===== src/rtl/i2crx_pkg.sv =====
package i2crx_pkg;

    localparam int REG_AW = 6;
    localparam int REG_DW = 8;

    localparam logic [REG_AW-1:0] OFS_CTRL  = 6'h00;
    localparam logic [REG_AW-1:0] OFS_STAT  = 6'h04;
    localparam logic [REG_AW-1:0] OFS_DATA  = 6'h0C;
    localparam logic [REG_AW-1:0] OFS_COUNT = 6'h14;

    localparam int BIT_HOLD  = 4;
    localparam int BIT_AVAIL = 5;
    localparam int BIT_FLUSH = 6;

    typedef enum logic [2:0] {
        RS_NONE,
        RS_CTRL,
        RS_STAT,
        RS_DATA,
        RS_COUNT
    } reg_sel_e;

    typedef struct packed {
        logic thresh;
        logic done;
        logic ovf;
        logic unf;
    } rx_evt_t;

    function automatic reg_sel_e decode_sel(input logic [REG_AW-1:0] a);
        case (a)
            OFS_CTRL:  return RS_CTRL;
            OFS_STAT:  return RS_STAT;
            OFS_DATA:  return RS_DATA;
            OFS_COUNT: return RS_COUNT;
            default:   return RS_NONE;
        endcase
    endfunction

endpackage


===== src/rtl/rxq_fifo.sv =====
module rxq_fifo #(
    parameter int DEPTH = 16,
    parameter int W     = 8,
    localparam int PW   = (DEPTH > 1) ? $clog2(DEPTH) : 1,
    localparam int LW   = $clog2(DEPTH + 1)
) (
    input  logic          clk,
    input  logic          rst,
    input  logic          clr,
    input  logic          push,
    input  logic          pop,
    input  logic [W-1:0]  din,
    output logic [W-1:0]  dout,
    output logic          empty,
    output logic          full,
    output logic [LW-1:0] level
);
    logic [W-1:0]  mem [DEPTH];
    logic [PW-1:0] wp, rp;
    logic [LW-1:0] lvl;
    logic          do_push, do_pop;

    function automatic logic [PW-1:0] bump(input logic [PW-1:0] p);
        return (p == PW'(DEPTH - 1)) ? '0 : p + PW'(1);
    endfunction

    assign empty   = (lvl == '0);
    assign full    = (lvl == LW'(DEPTH));
    assign level   = lvl;
    assign dout    = mem[rp];
    assign do_push = push && !full && !clr;
    assign do_pop  = pop && !empty && !clr;

    always_ff @(posedge clk) begin
        if (rst || clr) begin
            wp  <= '0;
            rp  <= '0;
            lvl <= '0;
        end else begin
            if (do_push) wp <= bump(wp);
            if (do_pop)  rp <= bump(rp);
            lvl <= lvl + LW'(do_push) - LW'(do_pop);
        end
    end

    always_ff @(posedge clk) begin
        if (do_push) mem[wp] <= din;
    end
endmodule


===== src/rtl/xfer_counter.sv =====
module xfer_counter #(
    parameter int W = 8
) (
    input  logic         clk,
    input  logic         rst,
    input  logic         load,
    input  logic [W-1:0] load_val,
    input  logic         tick,
    output logic [W-1:0] count,
    output logic         last
);
    always_ff @(posedge clk) begin
        if (rst)
            count <= '0;
        else if (load)
            count <= load_val;
        else if (tick && count != '0)
            count <= count - W'(1);
    end

    assign last = (count == W'(1));
endmodule


===== src/rtl/i2c_rx_flow.sv =====
module i2c_rx_flow
    import i2crx_pkg::*;
#(
    parameter int DEPTH = 16,
    localparam int THR  = DEPTH - 2,
    localparam int LW   = $clog2(DEPTH + 1)
) (
    input  logic              clk,
    input  logic              rst,
    input  logic              rx_valid,
    input  logic [7:0]        rx_byte,
    input  logic              reg_wr,
    input  logic              reg_rd,
    input  logic [REG_AW-1:0] reg_addr,
    input  logic [REG_DW-1:0] reg_wdata,
    output logic [REG_DW-1:0] reg_rdata,
    output logic              ack_next,
    output logic              stall,
    output logic              evt_thresh,
    output logic              evt_done,
    output logic              evt_ovf,
    output logic              evt_unf
);
    reg_sel_e          sel;
    logic              wr_ctrl, wr_cnt, rd_fifo, flush;
    logic              hold_q;
    logic [7:0]        q_dout;
    logic              q_empty, q_full;
    logic [LW-1:0]     q_level;
    logic [REG_DW-1:0] cnt_q;
    logic              cnt_last;
    rx_evt_t           evt_d, evt_q;

    assign sel     = decode_sel(reg_addr);
    assign wr_ctrl = reg_wr && (sel == RS_CTRL);
    assign wr_cnt  = reg_wr && (sel == RS_COUNT);
    assign rd_fifo = reg_rd && (sel == RS_DATA);
    assign flush   = wr_ctrl && reg_wdata[BIT_FLUSH];

    rxq_fifo #(.DEPTH(DEPTH), .W(8)) u_fifo (
        .clk(clk), .rst(rst), .clr(flush),
        .push(rx_valid), .pop(rd_fifo), .din(rx_byte),
        .dout(q_dout), .empty(q_empty), .full(q_full), .level(q_level)
    );

    xfer_counter #(.W(REG_DW)) u_cnt (
        .clk(clk), .rst(rst), .load(wr_cnt), .load_val(reg_wdata),
        .tick(rx_valid), .count(cnt_q), .last(cnt_last)
    );

    always_ff @(posedge clk) begin
        if (rst)          hold_q <= 1'b0;
        else if (wr_ctrl) hold_q <= reg_wdata[BIT_HOLD];
    end

    assign ack_next = (cnt_q > REG_DW'(1));
    assign stall    = hold_q && q_full;

    always_comb begin
        evt_d.thresh = rx_valid && !q_full && !flush
                       && !(rd_fifo && !q_empty)
                       && (q_level == LW'(THR - 1));
        evt_d.done   = rx_valid && !wr_cnt && cnt_last;
        evt_d.ovf    = rx_valid && q_full && !flush;
        evt_d.unf    = rd_fifo && q_empty;
    end

    always_ff @(posedge clk) begin
        if (rst) evt_q <= '0;
        else     evt_q <= evt_d;
    end

    assign evt_thresh = evt_q.thresh;
    assign evt_done   = evt_q.done;
    assign evt_ovf    = evt_q.ovf;
    assign evt_unf    = evt_q.unf;

    always_ff @(posedge clk) begin
        if (rst) begin
            reg_rdata <= '0;
        end else if (reg_rd) begin
            reg_rdata <= '0;
            case (sel)
                RS_CTRL:  reg_rdata[BIT_HOLD]  <= hold_q;
                RS_STAT:  reg_rdata[BIT_AVAIL] <= !q_empty;
                RS_DATA:  reg_rdata <= q_empty ? '0 : q_dout;
                RS_COUNT: reg_rdata <= cnt_q;
                default:  reg_rdata <= '0;
            endcase
        end
    end
endmodule


===== config.mk =====
export PLATFORM = sky130hd
export DESIGN_NAME = i2c_rx_flow
export DESIGN_NICKNAME = d
export VERILOG_FILES = /design/src/rtl/i2crx_pkg.sv /design/src/rtl/rxq_fifo.sv /design/src/rtl/xfer_counter.sv /design/src/rtl/i2c_rx_flow.sv
export SDC_FILE = /design/constraint.sdc
export NUM_CORES = 1
export LEC_CHECK = 0
export BUFFER_PORTS_ARGS = -buffer_cell sky130_fd_sc_hd__buf_2
export CAP_MARGIN = 25
export CORE_MARGIN = 5
export CORE_UTILIZATION = 39
export DETAILED_ROUTE_END_ITERATION = 10
export PLACE_DENSITY = 0.68
export REMOVE_ABC_BUFFERS = 1
export SLEW_MARGIN = 20
export SYNTH_ARGS = -nofsm -noshare
export SYNTH_HDL_FRONTEND = slang
export SYNTH_HIERARCHICAL = 1
export SYNTH_SLANG_ARGS = --single-unit

===== constraint.sdc =====
create_clock -name clk -period 3.1 [get_ports clk]
set_clock_uncertainty 0.1 [all_clocks]
set_input_delay 0.31 -clock clk [delete_from_list [all_inputs] [get_ports clk]]
set_output_delay 0.31 -clock clk [all_outputs]
set_load 0.05 [all_outputs]

==> key figures <==
Timing
  • Max Clk Rate: around 340 MHz
  • Setup_tns: 0 ns
  • Worst rel slew slack: 0.5511
  • Tightest Pin Transition: 0.6641 ns
  • RSZ-0062 raised after global routing: no
  • Fin. Hold Viols: 0
  • Endpoints failing setup: 0
  • Final worst-path cycle share: 0.9485
  • Post-route minimum period: just under 3 ns
  • Fin. max-slew vios: 0

GRT
  • Vias in the first global route: 4367
  • First-pass GRT wire length: 23600 um
  • GRT Util Overall: 0.1426
  • Initial antenna violation count: 0
  • Total gr overflow: 0
  • Largest net degree at the start of global routing: 33

Finish
  • Area Growth Syn to Fin: 16.43%
  • # diodes: 0
  • Final Cell Area: a little over 8000 um^2
  • Share of post-route cells with drive strength above 1: 0.2449
  • # nets final: 568

Synthesis
  • Share of Yosys cell area claimed by the top area cell type: 0.5381
  • Most numerous cell in the Yosys netlist: edfxtp_1
  • Mean area per synthesized cell: 15.46 um^2
  • Syn. warnings: 6
  • Largest cells by area after synthesis: edfxtp_1 54%, dfxtp_1 11%, mux4_2 5.7%
  • Netlist Area Pre-Place: 7143 um^2
  • Asr flop ratio synth: 0
  • Seq/Total Area, Yosys: 0.6446
  • Synth Flop Type: edfxtp_1
  • Synth Register Bits: roughly 170
  • Post-synth EDFFs: 128
  • Post-synthesis instance total: 462
  • List of most frequent post-synthesis cells: 128 x edfxtp_1, 38 x dfxtp_1, 36 x nor2_1, 21 x a22oi_1, 21 x nand2_1
  • Synth cell types: 67
  • Biggest area consumer among synthesized cells: edfxtp_1

Floorplan
  • Die W: between 100 and 150 um
  • Core ar.: 18020 um^2
  • Starting Density: 0.3963
  • I/O Pins: 41
  • Full die area: 21120 um^2
  • Num rows: 49
  • Die height: 145.3 um

Detailed routing
  • Drt initial violations: 295
  • DR WL met2: slightly above 7000 um
  • Drt total wl: 14600 um
  • WL/cell: 19.01 um
  • First-pass DRT Iterations: 5
  • Total number of vias: 4228
  • Remaining antenna violation count: 0
  • Wire length on met3: around 900 um
  • M1 WL: 6349 um
  • Residual DRC count: 0
  • Drt via density: 5.505
  • Max Used Layer: met4

Clock tree
  • Reg clk slew, reported paths: 0.06 ns
  • CTS buffer count: 17
  • CTS tree: done
  • H-tree lvl count: 4
  • Clk buf depth: 2
  • Clock Sinks: around 170
  • Worst-Skew Late Latency: 0.42 ns
  • CTS root buf: clkbuf_16

Placed design
  • GP Congestion: 0.8143
  • DP Wirelength: ~9800 um
  • Port bufs: 40
  • Post-DP Area: 7667 um^2

Worst hold path
  • Hold Crit Class: input pin to register

Setup path
  • Worst Path Arrival: 3.20 ns
  • Critical path class: register to register
  • Critical-path cell list: inv_1 > ha_1 > and4bb_4 > nor3b_4 > inv_1 > ha_1 > inv_1 > ha_1 > fa_2 > a21oi_2 > nor2_1 > or3_1 > a21oi_1
  • Crit Path Max Fanout: 6
  • Max stage delay cell, worst path: dfxtp_1
  • Worst path required time: 3.36 ns
  • Worst Setup End Kind: register
  • Top delay family on crit path: adder cells
  • CP bufs+invs: 3
  • Startpoint Class: register
  • Slowest stage delay, CP: 0.36 ns

Power
  • Total power: 5.702 mW
  • Pwr dens: between 600 and 700 nW/um^2
  • Peak VDD IR: 0.5717 mV
  • Lkg Pwr: 2.905 nW

Job
  • Max Cap Violations: 0

Status
  • Outcome: finished clean
[repair_timing]
| action | in CTS | in global routing |
|---|---|---|
| pin swaps | 0 | 1 |
| setup endpoints to repair | 1 | 1 |
| setup buffers | 0 | 1 |
| hold buffers | 2 | 0 |
| gates resized for setup | 1 | 6 |
| endpoints found under the hold margin | 2 | 0 |
[worst register-to-register path, delay by kind of cell (launching register included)]
kind                       cells  cell delay (ns)
AOI/OAI and AO/OA              2             0.30
adders and majority gates      4             1.06
buffers and inverters          3             0.19
DFF                            1             0.36
and+or+nand+nor                4             0.86
[through the flow]
step,setup slack [ns],util,cells,hold WS (ns)
finish,0.1595,0.4614,768,0.02834
global route,0.05643,0.4614,768,0.002170
CTS,0.06726,0.4597,767,0.003778
detailed placement,0.05399,0.4254,733,0.3887
global placement,0.2068,0.4254,733,0.3846
floorplan,0.09963,-,438,0.2779
[final timing paths]
| path | from | endpoint | slack, ns | cells after the start |
|---|---|---|---|---|
| setup reg to reg | u_fifo/level[2]$_SDFF_PP0_ | u_fifo/level[4]$_SDFF_PP0_ | 0.16 | 13 |
| setup / recovery | u_fifo/level[2]$_SDFF_PP0_ | u_fifo/level[4]$_SDFF_PP0_ | 0.16 | 13 |
| hold / removal | reg_wdata[0] | u_cnt/count[0]$_SDFFE_PP0P_ | 0.03 | 3 |
| hold reg to reg | reg_rdata[1]$_SDFFE_PP0P_ | reg_rdata[1]$_SDFFE_PP0P_ | 0.40 | 2 |
[state kept, by name (all words and copies together) (netlist names), 4 cells and up, named ones only]
name / count
u_cnt/count: 8
u_fifo/wp: 4
reg_rdata: 8
u_fifo/level: 5
u_fifo/rp: 4
u_fifo/mem: 128
[cells by family (layout without fill, tap and decap cells)]
logic type,Yosys count,count (layout),synth area share
AND/OR/NAND/NOR,128,128,0.1009
flip-flops,166,166,0.6446
buffers and inverters,40,117,0.03065
AO/OA/AOI/OAI,70,70,0.07392
adder cells (fa/ha/maj),15,15,0.02733
XOR/XNOR,6,6,0.007358
multiplexers,37,37,0.1153
[power by group]
| part | leakage [nW] | switching [mW] | total, mW | internal (mW) |
|---|---|---|---|---|
| sequential | 1.47 | 0.142 | 2.66 | 2.51 |
| clock | 0.286 | 0.874 | 2.08 | 1.20 |
| combinational | 1.15 | 0.572 | 0.969 | 0.396 |
| total | 2.90 | 1.59 | 5.70 | 4.11 |
[placed cells by master (no fill, tap or decap), types with 3 or more instances in the layout]
master	count
a211o_1	3
a211oi_1	6
a21oi_1	10
a22oi_1	21
a31oi_1	5
and2_1	7
and3_1	3
buf_2	40
buf_4	27
clkbuf_16	17
clkinv_4	4
dfxtp_1	36
edfxtp_1	128
ha_1	14
inv_1	16
inv_6	3
mux2i_1	5
mux4_1	14
mux4_2	18
nand2_1	21
nand2b_1	4
nand3_1	4
nand4_1	3
nor2_1	36
nor2b_1	5
nor3_1	12
nor3b_1	5
nor4_1	3
o21ai_0	3
or3_1	4
xnor2_1	3
xor2_1	3
[final cells by class]
cell class	count	area (um^2)
fillers	1552	9708
flip-flops and latches	166	4607
multi-input cells	256	2347
clock buffers	17	425.4
repair buffers	69	422.9
well taps	229	286.5
clock inverters	15	167.7
inverters	16	60.06
[per-layer routing]
| metal | up-vias | GRT usage |
|---|---|---|
| li1 | 1962 | - |
| met1 | 2112 | 0.1858 |
| met2 | 132 | 0.2274 |
| met3 | 22 | 0.04360 |
| met4 | 0 | 0.05037 |
| met5 | - | 0 |
(Power assumes the default switching activity.)
